$ cat src/rtl/psw_pkg.sv
package psw_pkg;

  localparam int PSW_W  = 8;
  localparam int BANK_W = 2;

  // Field order is architectural: software and the stack path decode it.
  typedef struct packed {
    logic ie;
    logic z;
    logic rbs1;
    logic ac;
    logic rbs0;
    logic rsvd;
    logic isp;
    logic cy;
  } psw_t;

  localparam psw_t PSW_RESET = '{ie: 1'b0, z: 1'b0, rbs1: 1'b0, ac: 1'b0,
                                 rbs0: 1'b0, rsvd: 1'b0, isp: 1'b1, cy: 1'b0};

  function automatic psw_t psw_clean(input logic [PSW_W-1:0] raw);
    psw_t p;
    p      = psw_t'(raw);
    p.rsvd = 1'b0;
    return p;
  endfunction

endpackage

$ cat src/rtl/psw_accept_logic.sv
module psw_accept_logic (
  input  logic ie,
  input  logic isp,
  input  logic hold,
  input  logic irq_req,
  input  logic irq_mask,
  input  logic irq_lo_prio,
  input  logic nmi_req,
  output logic take_irq,
  output logic take_nmi
);

  logic prio_ok;

  always_comb begin
    prio_ok  = !irq_lo_prio || isp;
    take_nmi = nmi_req && !hold;
    take_irq = irq_req && !irq_mask && ie && prio_ok && !nmi_req && !hold;
  end

endmodule

$ cat src/rtl/psw_flag_file.sv
module psw_flag_file
  import psw_pkg::*;
#(
  parameter int DATA_W = 8
) (
  input  logic                  clk,
  input  logic                  rst,
  input  logic [DATA_W-1:0]     alu_result,
  input  logic                  alu_we_z,
  input  logic                  alu_we_ac,
  input  logic                  alu_we_cy,
  input  logic                  alu_ac,
  input  logic                  alu_cy,
  input  logic                  rbs_we,
  input  logic [BANK_W-1:0]     rbs_val,
  input  logic                  ie_set,
  input  logic                  ie_clr,
  input  logic                  restore_stb,
  input  logic [PSW_W-1:0]      restore_byte,
  input  logic                  take_irq,
  input  logic                  take_nmi,
  input  logic                  irq_lo_prio,
  output psw_t                  state
);

  psw_t nxt;
  logic res_zero;

  always_comb begin
    res_zero = ~|alu_result;
    nxt      = state;
    if (restore_stb) begin
      nxt = psw_clean(restore_byte);
    end else begin
      if (alu_we_z)  nxt.z  = res_zero;
      if (alu_we_ac) nxt.ac = alu_ac;
      if (alu_we_cy) nxt.cy = alu_cy;
      if (rbs_we) begin
        nxt.rbs1 = rbs_val[1];
        nxt.rbs0 = rbs_val[0];
      end
      if (ie_clr)      nxt.ie = 1'b0;
      else if (ie_set) nxt.ie = 1'b1;
      if (take_irq || take_nmi) nxt.ie = 1'b0;
      if (take_irq) nxt.isp = irq_lo_prio;
      nxt.rsvd = 1'b0;
    end
  end

  always_ff @(posedge clk) begin
    if (rst) state <= PSW_RESET;
    else     state <= nxt;
  end

endmodule

$ cat src/rtl/psw_save_port.sv
module psw_save_port
  import psw_pkg::*;
(
  input  logic             clk,
  input  logic             rst,
  input  logic             push_stb,
  input  logic             take_irq,
  input  logic             take_nmi,
  input  psw_t             cur,
  output logic             save_valid,
  output logic [PSW_W-1:0] save_byte,
  output logic             irq_ack,
  output logic             nmi_ack
);

  always_ff @(posedge clk) begin
    if (rst) begin
      save_valid <= 1'b0;
      save_byte  <= '0;
      irq_ack    <= 1'b0;
      nmi_ack    <= 1'b0;
    end else begin
      save_valid <= push_stb || take_irq || take_nmi;
      irq_ack    <= take_irq;
      nmi_ack    <= take_nmi;
      if (push_stb || take_irq || take_nmi) save_byte <= cur;
    end
  end

endmodule

$ cat src/rtl/psw_irq_gate.sv
module psw_irq_gate
  import psw_pkg::*;
#(
  parameter int DATA_W = 8
) (
  input  logic              clk,
  input  logic              rst,
  input  logic [DATA_W-1:0] alu_result,
  input  logic              alu_we_z,
  input  logic              alu_we_ac,
  input  logic              alu_we_cy,
  input  logic              alu_ac,
  input  logic              alu_cy,
  input  logic              rbs_we,
  input  logic [1:0]        rbs_val,
  input  logic              ie_set,
  input  logic              ie_clr,
  input  logic              push_stb,
  input  logic              restore_stb,
  input  logic [7:0]        restore_byte,
  input  logic              irq_req,
  input  logic              irq_mask,
  input  logic              irq_lo_prio,
  input  logic              nmi_req,
  output logic [7:0]        psw_byte,
  output logic [1:0]        bank_sel,
  output logic              irq_ack,
  output logic              nmi_ack,
  output logic              save_valid,
  output logic [7:0]        save_byte
);

  psw_t state;
  logic take_irq;
  logic take_nmi;

  psw_accept_logic u_accept (
    .ie          (state.ie),
    .isp         (state.isp),
    .hold        (restore_stb),
    .irq_req     (irq_req),
    .irq_mask    (irq_mask),
    .irq_lo_prio (irq_lo_prio),
    .nmi_req     (nmi_req),
    .take_irq    (take_irq),
    .take_nmi    (take_nmi)
  );

  psw_flag_file #(.DATA_W(DATA_W)) u_flags (
    .clk          (clk),
    .rst          (rst),
    .alu_result   (alu_result),
    .alu_we_z     (alu_we_z),
    .alu_we_ac    (alu_we_ac),
    .alu_we_cy    (alu_we_cy),
    .alu_ac       (alu_ac),
    .alu_cy       (alu_cy),
    .rbs_we       (rbs_we),
    .rbs_val      (rbs_val),
    .ie_set       (ie_set),
    .ie_clr       (ie_clr),
    .restore_stb  (restore_stb),
    .restore_byte (restore_byte),
    .take_irq     (take_irq),
    .take_nmi     (take_nmi),
    .irq_lo_prio  (irq_lo_prio),
    .state        (state)
  );

  psw_save_port u_save (
    .clk        (clk),
    .rst        (rst),
    .push_stb   (push_stb),
    .take_irq   (take_irq),
    .take_nmi   (take_nmi),
    .cur        (state),
    .save_valid (save_valid),
    .save_byte  (save_byte),
    .irq_ack    (irq_ack),
    .nmi_ack    (nmi_ack)
  );

  always_comb begin
    psw_byte = state;
    bank_sel = {state.rbs1, state.rbs0};
  end

endmodule

$ cat config.mk
export PLATFORM = sky130hd
export DESIGN_NAME = psw_irq_gate
export DESIGN_NICKNAME = d
export VERILOG_FILES = /design/src/rtl/psw_pkg.sv /design/src/rtl/psw_accept_logic.sv /design/src/rtl/psw_flag_file.sv /design/src/rtl/psw_save_port.sv /design/src/rtl/psw_irq_gate.sv
export SDC_FILE = /design/constraint.sdc
export NUM_CORES = 1
export LEC_CHECK = 0
export CORE_MARGIN = 5
export CORE_UTILIZATION = 37
export DETAILED_ROUTE_END_ITERATION = 6
export HOLD_SLACK_MARGIN = 0.03
export MAX_ROUTING_LAYER = met4
export PLACE_DENSITY = 0.87
export SYNTH_ARGS = -nofsm -noshare
export SYNTH_HDL_FRONTEND = slang
export SYNTH_SLANG_ARGS = --single-unit
$ cat constraint.sdc
create_clock -name clk -period 2.2 [get_ports clk]
set_input_delay 0.44 -clock clk [delete_from_list [all_inputs] [get_ports clk]]
set_output_delay 0.44 -clock clk [all_outputs]
set_load 0.1 [all_outputs]
==> results of run 1 <==
## power by group
group / internal (mW) / leakage, nW / switching, mW / total, mW
sequential: 0.325 / 0.140 / 0.0118 / 0.336
combinational: 0.103 / 0.389 / 0.200 / 0.302
clock: 0.0706 / 0.0150 / 0.0944 / 0.165
total: 0.498 / 0.544 / 0.306 / 0.804
## through the flow
| step | hold slack (ns) | power [mW] | setup WS [ns] | util | cell area, um2 |
|---|---|---|---|---|---|
| final | 0.478 | 0.804 | 0.502 | 0.595 | 1290 |
| after global routing | 0.498 | 0.839 | 0.448 | 0.595 | 1290 |
| after floorplan | 0.472 | 0.557 | 0.372 | - | 827 |
| after global placement | 0.460 | 0.643 | 0.231 | 0.583 | 1260 |
| after detailed placement | 0.467 | 0.647 | 0.183 | 0.583 | 1260 |
| after CTS | 0.483 | 0.814 | 0.509 | 0.595 | 1290 |
## state kept, by name, indices dropped and copies added, names as in the netlist
| name | flops |
|---|---|
| u_save.save_byte | 7 |
| u_save.irq_ack | 1 |
| u_save.nmi_ack | 1 |
| u_flags.state | 7 |
| u_save.save_valid | 1 |
## cell families after synthesis
group | after synthesis | share of synthesized area
flip-flops | 17 | 0.413
buffers and inverters | 14 | 0.100
multiplexers | 11 | 0.140
other | 1 | 0.00455
AND/OR/NAND/NOR | 34 | 0.254
AO/OA/AOI/OAI | 12 | 0.0881
## critical path, stage by stage
cell             delay, ns
clkdlybuf4s50_1       0.45
nand4bb_4             0.27
o311a_1               0.53
mux2i_1               0.18
## layer usage
metal	GRT usage	routed length, um	vias up
met5	-	0	-
met4	0.0397	17	0
met3	0.0407	197	2
met2	0.232	1040	35
met1	0.137	798	361
li1	-	-	384
## how the worst max path moves through the flow
stage,end,slack (ns),cells after the start
2_1_floorplan,psw_byte[5],0.37,1
3_3_place_gp,u_save.save_byte[1],0.23,4
3_5_place_dp,u_save.save_byte[0],0.18,4
4_1_cts,u_save.save_byte[0],0.51,4
5_1_grt,u_save.save_byte[1],0.45,4
6_report,u_save.save_byte[0],0.50,4
## cells in the final DEF, fill, tap and decap left out, drive strengths merged
cell           instances
clkdlybuf4s50         32
buf                   20
dfxtp                 17
nand2b                11
nand2                  9
mux2i                  7
a21oi                  7
or2b                   4
inv                    4
mux2                   4
clkbuf                 4
nor2                   3
nor4                   2
o21ai                  2
conb                   2
nand4bb                1
nor2b                  1
o311a                  1
nand4                  1
a221oi                 1
nor3                   1
o221ai                 1
nor3b                  1
## area by class of cell
type / count / area, um2 / area share
Inverter: 4 / 15.0 / 0.0116
Sequential cell: 17 / 340 / 0.264
Tap cell: 28 / 35.0 / 0.0271
Clock buffer: 4 / 26.3 / 0.0203
Timing Repair Buffer: 52 / 470 / 0.364
Multi-Input combinational cell: 59 / 404 / 0.313
==> PnR_summary.wiki, run 1 <==
{| class="wikitable"
! Metric !! Value
|-
| Cell type with the highest aggregate area in the netlist || dfxtp_1
|-
| Global placer's final weighted congestion || 0.761
|-
| Main flop type after synthesis || dfxtp_1
|-
| Final hold violation count || 0
|-
| Per-cell routed wire length || ~13 um
|-
| Port Buf Inserts || about 50
|-
| Proportion of layout cells with a drive suffix above 1 || 0.206
|-
| Final worst-path cycle share || 0.772
|-
| Synth cell types || 23
|-
| Slew Limit Fails || 0
|-
| Post-Route Setup TNS || 0 ns
|-
| Routed Antenna Nets || 0
|-
| Hold endpoint || u_save.save_byte[4]
|-
| Flip-flop and latch count after synthesis || 17
|-
| Fillers || roughly 210
|-
| Top Ports || 55
|-
| Setup-failing EPs final || 0
|-
| Fraction of synthesis flops using an asynchronous set or reset pin || 0
|-
| Clock network latency to the later pin of the worst-skew pair || between 0.2 and 0.3 ns
|-
| Yosys warning total || 0
|-
| Number of standard cells in the final layout excluding fillers || about 160
|-
| Effective utilization at floorplan || 0.379
|-
| Crit path max fanout || 8
|-
| Avg Vias per Cell || between 4 and 5
|-
| Largest net degree at the start of global routing || 25
|-
| Maximum Capacitance Violations || 0
|-
| Reg-to-reg slack, setup || approximately 0.79 ns
|-
| Die height || between 50 and 60 um
|-
| Result of the run || completed
|-
| Global-route wire length before repair || about 3300 um
|-
| Die ar. || 3270 um2
|-
| Overall routed net length || 2050 um
|-
| Max-Slew Margin vs Limit || 0.562
|-
| Worst R2R Start || u_flags.state[7]
|-
| Number of buffers inserted during clock tree synthesis || 3
|-
| Max Clock Freq || 589 MHz
|-
| End of the worst register-to-register path || u_save.save_byte[0]
|-
| Hpwl dp || roughly 1700 um
|-
| Number of buffers inserted by post-CTS setup repair || 0
|-
| Aggregate global routing overflow || 0
|-
| Hold wc startpoint || u_save.save_byte[4]
|-
| Number of optimization iterations in the first detailed-route pass || 3
|-
| Number of flops mapped to enable cells by yosys || 0
|-
| Overall via count from detail_route || between 700 and 800
|-
| Peak VDD IR || 0.272 mV
|-
| Critical Path Sink Type || flip-flop
|-
| Cell Area, Synth || 823 um2
|-
| TritonCTS clock tree || yes
|-
| Iter 0 DRT Violations || 14
|-
| Via count of the first global-routing pass || 728
|-
| Most frequent cell after synthesis || dfxtp_1
|-
| Total power divided by cell area || slightly above 600 nW/um2
|-
| Share of the synthesized area in the top cell type || 0.413
|-
| Number of nets in the layout || 171
|-
| Endpoint required time on the critical path || between 2 and 2.5 ns
|-
| Clock slew at the register clock pins of the worst setup and hold paths || 0.09 ns
|-
| Synth cell count leaders || dfxtp_1 (17), nand2b_1 (11), nand2_1 (9)
|-
| Worst setup path class || in2reg
|-
| Number of placement rows || 17
|-
| Core ar. || 2170 um2
|-
| Final critical-path required period || between 1.5 and 2 ns
|-
| Maximum clock insertion buffer count || 2
|-
| Critical Path Start Type || primary input
|-
| Setup skew after layout || ~0.0014 ns
|-
| Number of clock sinks || 17
|-
| Remaining DRCs || 0
|-
| Initial antenna violation count || 0
|-
| RSZ-0062 raised after global routing || false
|-
| Crit path arrival time || between 1.5 and 2 ns
|-
| Ranking of synthesized cells by area || dfxtp_1 (41%), mux2i_1 (8.5%), nand2b_1 (8.4%)
|-
| Depth of the worst register-to-register path || 3
|-
| Overall routing resource usage || 0.130
|-
| Synthesized area per cell || about 9 um2
|-
| Post-Syn Instances || 89
|-
| Buffer cell driving the clock tree root || clkbuf_4
|-
| Clock H-tree levels || 1
|-
| Actual slew at the worst max-slew pin || between 0.6 and 0.7 ns
|-
| Total leakage power || between 0.5 and 0.6 nW
|-
| Width of the chip || about 57 um
|-
| Tightest Hold Check Type || reg2reg
|-
| Sequential fraction of the synthesis area || 0.413
|-
| Relative area change from synthesis to final layout || 56.8%
|-
| Worst Setup SP || nmi_req
|-
| Number of antenna repair diodes || 0
|-
| Number of cells after detailed placement || 160
|-
| Hold buffers post-CTS || 0
|-
| Total of cells resized after clock tree synthesis || 0
|-
| Depth of the worst hold-timing path || 2
|}
Note: power is estimated with default switching activity, not from simulation.
==> inputs of run 2 (changes only) <==
- CORE_UTILIZATION: 37 -> 35
- PLACE_DENSITY: 0.87 -> 0.83
- clock period: 2.2 -> 1.7 ns (I/O delays scaled with it)
==> run 2 against run 1 <==
Critical path type unchanged. Count of clock-buffer cells in the layout is the same. Die area grew 4.7%. Sequential share of layout area shrank 4.4 points. Largest power group is now combinational logic. Worst setup slack lost 0.33 ns. Clock power grew 25%.
==> PnR_summary.wiki, run 2 (synthesis results as in run 1) <==
{| class="wikitable"
! Metric !! Value
|-
| Worst Setup SP || nmi_req (unchanged)
|-
| Worst path slowest cell || o311a_2 (was o311a_1)
|-
| Final critical-path required period || around 1.5 ns
|-
| Fillers || 160 (was 205)
|-
| Setup skew after layout || 0.00199 ns (was 0.00138 ns)
|-
| Hpwl dp || 2140 um (was 1680 um)
|-
| TritonCTS clock tree || yes (unchanged)
|-
| Aggregate global routing overflow || 0 (unchanged)
|-
| Proportion of layout cells with a drive suffix above 1 || 0.250 (was 0.206)
|-
| Endpoint required time on the critical path || 1.91 ns (was 2.37 ns)
|-
| Global-route wire length before repair || 3930 um (was 3270 um)
|-
| Slew Limit Fails || 0 (unchanged)
|-
| Port Buf Inserts || 51 (unchanged)
|-
| Final instance area || 1560 um2 (was 1290 um2)
|-
| Hold buffers post-CTS || 0 (unchanged)
|-
| Largest registers in the final layout || u_flags.state x7, u_save.save_byte x7 (unchanged)
|-
| Final hold violation count || 0 (unchanged)
|-
| Top Ports || 55 (unchanged)
|-
| Total leakage power || 0.627 nW (was 0.544 nW)
|-
| Peak per-stage delay on the critical path || 0.51 ns (was 0.53 ns)
|-
| Commonest non-fill, non-tap cells in the layout || clkdlybuf4s50_1 (32), buf_12 (19), dfxtp_1 (15), nand2b_1 (11), nand2_1 (9) (was clkdlybuf4s50_1 (32), buf_4 (20), dfxtp_1 (17), nand2b_1 (11), nand2_1 (9))
|-
| Clock network latency to the later pin of the worst-skew pair || 0.28 ns (was 0.29 ns)
|-
| Critical Path Sink Type || flip-flop (unchanged)
|-
| Iter 0 DRT Violations || 11 (was 14)
|-
| Result of the run || completed (unchanged)
|-
| RSZ-0062 raised after global routing || false (unchanged)
|-
| Relative area change from synthesis to final layout || 89.8% (was 56.8%)
|-
| Per-cell routed wire length || 15.0 um (was 12.5 um)
|-
| Total power divided by cell area || 717 nW/um2 (was 623 nW/um2)
|-
| Overall routing resource usage || 0.158 (was 0.130)
|-
| Number of nets in the layout || 175 (was 171)
|-
| Peak VDD IR || 0.465 mV (was 0.272 mV)
|-
| Crit path arrival time || 1.74 ns (was 1.87 ns)
|-
| Number of placement rows || 17 (unchanged)
|-
| Hold wc startpoint || u_save.save_byte[7] (was u_save.save_byte[4])
|-
| Maximum Capacitance Violations || 0 (unchanged)
|-
| Core ar. || 2230 um2 (was 2170 um2)
|-
| Largest net degree at the start of global routing || 25 (unchanged)
|-
| Number of clock sinks || 17 (unchanged)
|-
| Initial antenna violation count || 0 (unchanged)
|-
| Post-Route Setup TNS || 0 ns (unchanged)
|-
| Setup-failing EPs final || 0 (unchanged)
|-
| Via count of the first global-routing pass || 857 (was 728)
|-
| Remaining DRCs || 0 (unchanged)
|-
| Number of buffers inserted by post-CTS setup repair || 0 (unchanged)
|-
| Critical Path Start Type || primary input (unchanged)
|-
| Tightest Hold Check Type || reg2reg (unchanged)
|-
| Buffer cell driving the clock tree root || clkbuf_4 (unchanged)
|-
| Global placer's final weighted congestion || 0.745 (was 0.761)
|-
| Worst R2R Start || u_flags.state[7] (unchanged)
|-
| Overall via count from detail_route || 818 (was 782)
|-
| Avg Vias per Cell || 4.87 (was 4.77)
|-
| Die height || 58.5 um (was 57.2 um)
|-
| Critical-path cell list || clkdlybuf4s50_1, nand4bb_4, o311a_2, mux2i_1 (was clkdlybuf4s50_1, nand4bb_4, o311a_1, mux2i_1)
|-
| Most frequent standard cell in the layout excluding fill and tap cells || clkdlybuf4s50_1 (unchanged)
|-
| Cell area after placement || 1540 um2 (was 1260 um2)
|-
| Clock H-tree levels || 1 (unchanged)
|-
| Crit path max fanout || 8 (unchanged)
|-
| Effective utilization at floorplan || 0.369 (was 0.379)
|-
| Number of antenna repair diodes || 0 (unchanged)
|-
| Die ar. || 3420 um2 (was 3270 um2)
|-
| Worst setup path class || in2reg (unchanged)
|-
| Number of buffers inserted during clock tree synthesis || 3 (unchanged)
|-
| Final worst-path cycle share || 0.901
|-
| Overall routed net length || 2520 um (was 2050 um)
|-
| Clock slew at the register clock pins of the worst setup and hold paths || 0.09 ns (about the same)
|-
| Number of optimization iterations in the first detailed-route pass || 2 (was 3)
|-
| Max Clock Freq || roughly 650 MHz
|-
| Routed Antenna Nets || 0 (unchanged)
|-
| Width of the chip || 58.5 um (was 57.2 um)
|-
| Maximum clock insertion buffer count || 2 (unchanged)
|}
## run 2: cell count changes in the layout (fill, tap and decap cells not counted), sizes merged
cell	before	now
buf	20	24
## run 2: final cells by class
| type | instances | area, um2 | share of cell area |
|---|---|---|---|
| clock buffer | 4 | 26.3 | 0.0168 |
| inverter | 4 | 15.0 | 0.00961 |
| multi-input combinational | 59 | 405 | 0.259 |
| sequential | 17 | 343 | 0.219 |
| tap | 28 | 35.0 | 0.0224 |
| timing repair buffer | 56 | 738 | 0.472 |
## run 2: timing repair
action	4_1_cts	5_1_grt
setup endpoints to repair	0	2
endpoints found under the hold margin	0	0
resized for setup	0	1
## run 2: path summary, 6_finish.rpt
check / depth (start not counted) / to / slack (ns)
setup / recovery: 4 / u_save.save_byte[3] / 0.17
hold / removal: 2 / u_save.save_byte[7] / 0.52
setup reg to reg: 3 / u_save.save_byte[3] / 0.27
hold reg to reg: 2 / u_save.save_byte[7] / 0.52
## run 2: metal layers
layer  vias to the layer above  share of wire  track usage
met3                         6          0.088       0.0592
met4                         0          0.017       0.0397
met1                       381           0.36        0.148
met5                         -              0            -
met2                        35           0.53        0.298
li1                        396              -            -
## run 2: power breakdown
group | leakage (nW) | internal [mW] | switching [mW]
registers | 0.141 | 0.421 | 0.0299
logic | 0.471 | 0.199 | 0.264
clock network | 0.0150 | 0.0912 | 0.115
## run 2: worst max-delay path: cells and delay by family
family,cells,cell delay [ns]
compound gates,1,0.51
buf+inv,1,0.43
mux,1,0.22
simple gates,1,0.24
## run 2: metrics by stage
stage	hold WS [ns]	cells	utilization	power, mW	setup slack, ns
global placement	0.496	164	0.687	0.913	-0.107
floorplan	0.466	90	-	0.721	0.237
global route	0.561	168	0.700	1.17	0.130
finish	0.523	168	0.700	1.12	0.169
detailed placement	0.513	164	0.687	0.924	-0.245
CTS	0.528	168	0.699	1.13	0.0408
